==> src/rtl/vif_pkg.sv <==
package vif_pkg;
  localparam int FLAG_W  = 32;
  localparam int RSV_B   = 1;
  localparam int IF_B    = 9;
  localparam int IOPL_LO = 12;
  localparam int VM_B    = 17;
  localparam int VIF_B   = 19;
  localparam int VIP_B   = 20;
  localparam int PL_W    = 2;
  localparam logic [PL_W-1:0] PL_MAX = '1;

  typedef enum logic [2:0] {
    OP_CLI   = 3'd0,
    OP_STI   = 3'd1,
    OP_PUSHF = 3'd2,
    OP_POPF  = 3'd3,
    OP_IRET  = 3'd4
  } op_e;

  typedef struct packed {
    logic            wr_if;
    logic            if_v;
    logic            wr_vif;
    logic            vif_v;
    logic            wr_iopl;
    logic [PL_W-1:0] iopl_v;
    logic            wr_vip;
    logic            vip_v;
    logic            fault;
  } upd_t;
endpackage

==> src/rtl/vif_path_dec.sv <==
module vif_path_dec
  import vif_pkg::*;
(
  input  logic [2:0]        op_i,
  input  logic [PL_W-1:0]   cpl_i,
  input  logic              pe_i,
  input  logic              vm_i,
  input  logic              vme_i,
  input  logic              pvi_i,
  input  logic [PL_W-1:0]   iopl_i,
  input  logic              vip_i,
  input  logic [FLAG_W-1:0] img_i,
  output upd_t              upd_o,
  output logic              push_virt_o
);
  logic v86, prot, real_m, direct_ok, v86_virt, v86_flt, pvi_virt;
  logic [PL_W-1:0] eff_cpl;

  assign real_m    = !pe_i;
  assign v86       = pe_i && vm_i;
  assign prot      = pe_i && !vm_i;
  assign eff_cpl   = v86 ? PL_MAX : cpl_i;
  assign direct_ok = real_m || (eff_cpl <= iopl_i);
  assign v86_virt  = v86 && vme_i && (iopl_i != PL_MAX);
  assign v86_flt   = v86 && !vme_i && (iopl_i != PL_MAX);
  assign pvi_virt  = prot && pvi_i && (cpl_i == PL_MAX);
  assign push_virt_o = v86_virt;

  always_comb begin
    upd_o = '0;
    unique case (op_i)
      OP_CLI, OP_STI: begin
        if (direct_ok) begin
          upd_o.wr_if = 1'b1;
          upd_o.if_v  = (op_i == OP_STI);
        end else if (v86_virt || pvi_virt) begin
          if (op_i == OP_STI && vip_i) upd_o.fault = 1'b1;  // pending irq must reach the monitor
          else begin
            upd_o.wr_vif = 1'b1;
            upd_o.vif_v  = (op_i == OP_STI);
          end
        end else begin
          upd_o.fault = 1'b1;
        end
      end
      OP_PUSHF: upd_o.fault = v86_flt;
      OP_POPF, OP_IRET: begin
        if (v86_flt) upd_o.fault = 1'b1;
        else if (v86_virt) begin
          upd_o.wr_vif = 1'b1;
          upd_o.vif_v  = img_i[IF_B];
        end else begin
          upd_o.wr_if   = direct_ok;
          upd_o.if_v    = img_i[IF_B];
          upd_o.wr_iopl = real_m || (prot && cpl_i == '0);
          upd_o.iopl_v  = img_i[IOPL_LO +: PL_W];
          upd_o.wr_vif  = prot && cpl_i == '0;
          upd_o.vif_v   = img_i[VIF_B];
          upd_o.wr_vip  = prot && cpl_i == '0;
          upd_o.vip_v   = img_i[VIP_B];
        end
      end
      default: upd_o = '0;
    endcase
  end
endmodule

==> src/rtl/vif_flag_regs.sv <==
module vif_flag_regs
  import vif_pkg::*;
(
  input  logic            clk_i,
  input  logic            rst_ni,
  input  logic            valid_i,
  input  upd_t            upd_i,
  output logic            if_o,
  output logic            vif_o,
  output logic            vip_o,
  output logic [PL_W-1:0] iopl_o,
  output logic            fault_o
);
  always_ff @(posedge clk_i or negedge rst_ni) begin
    if (!rst_ni) begin
      if_o    <= 1'b0;
      vif_o   <= 1'b0;
      vip_o   <= 1'b0;
      iopl_o  <= '0;
      fault_o <= 1'b0;
    end else begin
      fault_o <= valid_i && upd_i.fault;
      if (valid_i && !upd_i.fault) begin
        if (upd_i.wr_if)   if_o   <= upd_i.if_v;
        if (upd_i.wr_vif)  vif_o  <= upd_i.vif_v;
        if (upd_i.wr_vip)  vip_o  <= upd_i.vip_v;
        if (upd_i.wr_iopl) iopl_o <= upd_i.iopl_v;
      end
    end
  end


  idle_hold_chk: assert property (@(posedge clk_i) disable iff (!rst_ni)
    !valid_i |=> ($stable(if_o) && $stable(vif_o) && $stable(vip_o) && $stable(iopl_o) && !fault_o));

  fault_no_write_chk: assert property (@(posedge clk_i) disable iff (!rst_ni)
    (valid_i && upd_i.fault) |=> ($stable(if_o) && $stable(vif_o) && $stable(vip_o) && $stable(iopl_o)));

  fault_pulse_chk: assert property (@(posedge clk_i) disable iff (!rst_ni)
    fault_o |=> (!fault_o || $past(valid_i)));
endmodule

==> src/rtl/vif_ctrl.sv <==
module vif_ctrl
  import vif_pkg::*;
(
  input  logic              clk_i,
  input  logic              rst_ni,
  input  logic              valid_i,
  input  logic [2:0]        op_i,
  input  logic [1:0]        cpl_i,
  input  logic              pe_i,
  input  logic              vm_i,
  input  logic              vme_i,
  input  logic              pvi_i,
  input  logic [31:0]       pop_img_i,
  output logic              if_o,
  output logic              vif_o,
  output logic              vip_o,
  output logic [1:0]        iopl_o,
  output logic [31:0]       push_img_o,
  output logic              gp_fault_o
);
  upd_t upd;
  logic push_virt;

  vif_path_dec u_dec (
    .op_i(op_i), .cpl_i(cpl_i), .pe_i(pe_i), .vm_i(vm_i), .vme_i(vme_i),
    .pvi_i(pvi_i), .iopl_i(iopl_o), .vip_i(vip_o), .img_i(pop_img_i),
    .upd_o(upd), .push_virt_o(push_virt)
  );

  vif_flag_regs u_regs (
    .clk_i(clk_i), .rst_ni(rst_ni), .valid_i(valid_i), .upd_i(upd),
    .if_o(if_o), .vif_o(vif_o), .vip_o(vip_o), .iopl_o(iopl_o), .fault_o(gp_fault_o)
  );

  always_comb begin
    push_img_o = '0;
    push_img_o[RSV_B]              = 1'b1;
    push_img_o[IF_B]               = push_virt ? vif_o : if_o;
    push_img_o[IOPL_LO +: PL_W]    = iopl_o;
    push_img_o[VM_B]               = vm_i;
    push_img_o[VIF_B]              = vif_o;
    push_img_o[VIP_B]              = vip_o;
  end


  real_sti_chk: assert property (@(posedge clk_i) disable iff (!rst_ni)
    (valid_i && op_i == OP_STI && !pe_i) |=> (if_o && !gp_fault_o));

  real_no_fault_chk: assert property (@(posedge clk_i) disable iff (!rst_ni)
    (valid_i && !pe_i) |=> !gp_fault_o);

  vip_sti_fault_chk: assert property (@(posedge clk_i) disable iff (!rst_ni)
    (valid_i && op_i == OP_STI && pe_i && vm_i && vme_i && iopl_o != 2'd3 && vip_o)
      |=> (gp_fault_o && $stable(vif_o)));
endmodule

==> config.mk <==
export PLATFORM = sky130hd
export DESIGN_NAME = vif_ctrl
export DESIGN_NICKNAME = d
export VERILOG_FILES = /design/src/rtl/vif_pkg.sv /design/src/rtl/vif_path_dec.sv /design/src/rtl/vif_flag_regs.sv /design/src/rtl/vif_ctrl.sv
export SDC_FILE = /design/constraint.sdc
export NUM_CORES = 1
export LEC_CHECK = 0
export BUFFER_PORTS_ARGS = -buffer_cell sky130_fd_sc_hd__clkbuf_2
export CAP_MARGIN = 30
export CORE_UTILIZATION = 38
export CTS_CLUSTER_SIZE = 20
export DETAILED_ROUTE_END_ITERATION = 7
export PLACE_DENSITY = 0.85
export SETUP_SLACK_MARGIN = 0.02
export SLEW_MARGIN = 5
export SYNTH_ARGS = -nofsm -noshare
export SYNTH_HDL_FRONTEND = slang
export SYNTH_SLANG_ARGS = --single-unit
export TNS_END_PERCENT = 50
==> constraint.sdc <==
create_clock -name clk_i -period 4.86 [get_ports clk_i]
set_clock_uncertainty 0.05 [all_clocks]
set_input_delay 0.972 -clock clk_i [delete_from_list [all_inputs] [get_ports clk_i]]
set_output_delay 0.972 -clock clk_i [all_outputs]
set_load 0.005 [all_outputs]
==> metrics.md <==
| Metric | Value |
|---|---|
| CP arrival | `2.07 ns` |
| Fmax | `323 MHz` |
| Vias in the first global route | `558` |
| EDFF count, synth | `0` |
| CP endpoint kind | `output port` |
| Longest Clk Path Bufs | `2` |
| First DRT Iteration DRCs | `8` |
| DRT Wirelength | `1.64 mm` |
| Count of input and output buffers | `28` |
| Cell area after synthesis | `806 µm²` |
| First-pass GRT wire length | `2.36 mm` |
| Antenna cells | `0` |
| RePlAce Congestion | `0.851` |
| Crit share post-route | `63.6%` |
| Post-DP HPWL | `1.36 mm` |
| Peak fanout along the critical path | `5` |
| Die area | `2310 µm²` |
| Post-cts sizing count | `0` |
| Yosys synthesis warning count | `0` |
| Die height | `48.1 µm` |
| Rel. slew slack | `60.7%` |
| PwrDens | `238 nW/µm²` |
| CTS tree | `built` |
| RSZ-0062 raised after global routing | `no` |
| TritonCTS Sinks | `6` |
| Chip Width | `48.1 µm` |
| Post-synth cell types | `33` |
| Endpoints failing hold | `0` |
| Slowest cell on crit path | `nor3_1` |
| Final core utilization | `43.4%` |
| Clock buffers created by TritonCTS | `3` |
| GR Overflow Total | `0` |
| First-pass DRT Iterations | `4` |
| Largest net degree at the start of global routing | `8` |
| Max_cap viols | `0` |
| Core Area | `1980 µm²` |
| Largest area contributor in the netlist | `buf_4` |
| WP data required | `3.84 ns` |
| DR vias/cell | `4.61` |
| Initial antenna violation count | `0` |
| Io pins | `82` |
| Worst-Margin Slew | `0.584 ns` |
| Final nets | `173` |
| Cell chain of the critical path | `clkbuf_2, nand2_1, nor3_1, mux2_2, clkbuf_2` |
| Tmin final | `3.09 ns` |
| Max VDD drop | `0.000176 V` |
| Worst Setup Start Kind | `input port` |
| Cell Rows | `16` |
| Setup bufs post-CTS | `0` |
| Post-synth top area share | `28.9%` |
| Status | `complete, no violations` |
| Synth top area cells | `buf_4, dfrtp_1, nand3_1` |
| HP Class | `input port to async pin` |
| Seq cells post-synth | `6` |
| Initial Util | `40.7%` |
| Cells after Synth | `101` |
| Fill cell count | `207` |
| Hold_buf cts | `0` |
| CTS H-tree lvls | `1` |
| Area Overhead vs Synth | `6.68%` |
| Commonest non-fill, non-tap cell in the layout | `clkbuf_2` |
| Vias | `701` |
| Main synth FF type | `dfrtp_1` |
| R2R cell count | `7` |
| CTS clock-pin slew for the worst setup and hold paths | `0.05 ns` |
| Insertion delay to the later sink of the worst-skew pair | `0.25 ns` |
| Delay of the slowest critical-path stage | `0.40 ns` |
| Clock Tree Root | `clkbuf_4` |
| Post-synthesis sequential area ratio | `18.6%` |
| Max-slew violations | `0` |
| ANT nets after route | `0` |
| R2r startpoint | `u_regs.iopl_o[1]` |
| CP Class | `input port to output port` |
| CP most frequent cell | `clkbuf_2` |
| Syn avg cell area | `7.98 µm²` |
| R2r setup slk | `2.88 ns` |
| Most frequent cells in the layout | `clkbuf_2, conb_1, nand3_1` |
| GRT Util Overall | `14.9%` |
| TNS Setup | `0 ns` |
| Reg2reg end | `u_regs.vif_o` |
| Fraction of registers with async set/reset | `100%` |
| Setup violations, final | `0` |
| DR DRC count | `0` |
| Proportion of layout cells with a drive suffix above 1 | `30.4%` |
| Leak | `0.484 nW` |
| WL per Instance | `10.8 µm` |
[routing by layer]
layer	track usage (%)	wire length [µm]	up-vias
met5	0	0	-
met2	26.2	722	47
met3	4.53	166	2
li1	-	-	343
met4	3.33	7	0
met1	17.6	740	309
[layout make-up]
type	instances	area, µm²	area share (%)
Clock buffer	3	22.5	2.62
Inverter	7	26.3	3.06
Multi-Input combinational cell	81	487	56.6
Sequential cell	6	150	17.5
Tap cell	27	33.8	3.93
Timing Repair Buffer	28	140	16.3
[synth_stat cells, drive strengths merged, types with 2 or more instances]
cell      n
nand3     9
nand2     6
o21ai     7
buf      31
and2      4
mux2      3
ha        2
conb      2
inv       7
dfrtp     6
o2111ai   2
nor2b     3
o211ai    2
a21oi     2
[flip-flops by register name (all words and copies together), names as in the netlist]
register,count
u_regs.iopl_o,2
u_regs.vip_o,1
u_regs.fault_o,1
u_regs.if_o,1
u_regs.vif_o,1
[cell families after synthesis]
family          synth area share, %
fa+ha+maj                      3.11
mux                            5.90
buf+inv                        32.1
compound gates                 18.8
simple gates                   20.5
other cells                   0.932
flops                          18.6
[power breakdown]
group	total, mW	internal (mW)	switching [mW]
Sequential	0.0727	0.0598	0.0129
Combinational	0.0851	0.0388	0.0463
Clock	0.0469	0.0280	0.0189
Total	0.205	0.127	0.0781
[worst max path at each step]
stage,endpoint,cells past startpoint,startpoint
after CTS,push_img_o[9],5,vm_i
after global routing,push_img_o[9],5,vm_i
after detailed placement,push_img_o[9],5,vm_i
after floorplan,push_img_o[9],3,pe_i
after global placement,push_img_o[9],5,vm_i
final,push_img_o[9],5,vm_i
[worst max-delay path: cells and delay by family]
family	cells	cell delay, ns
buffers and inverters	2	0.23
muxes	1	0.39
and+or+nand+nor	2	0.49
[metrics by stage]
stage	power (mW)	std cells	instance area, µm²	setup slack [ns]	hold WS (ns)
finish	0.205	152	860	1.77	0.491
global route	0.223	152	860	1.67	0.485
CTS	0.207	152	860	1.78	0.479
detailed placement	0.158	149	837	1.79	0.498
global placement	0.156	149	837	1.78	0.467
floorplan	0.143	125	896	2.15	0.451
(Power assumes the default switching activity.)
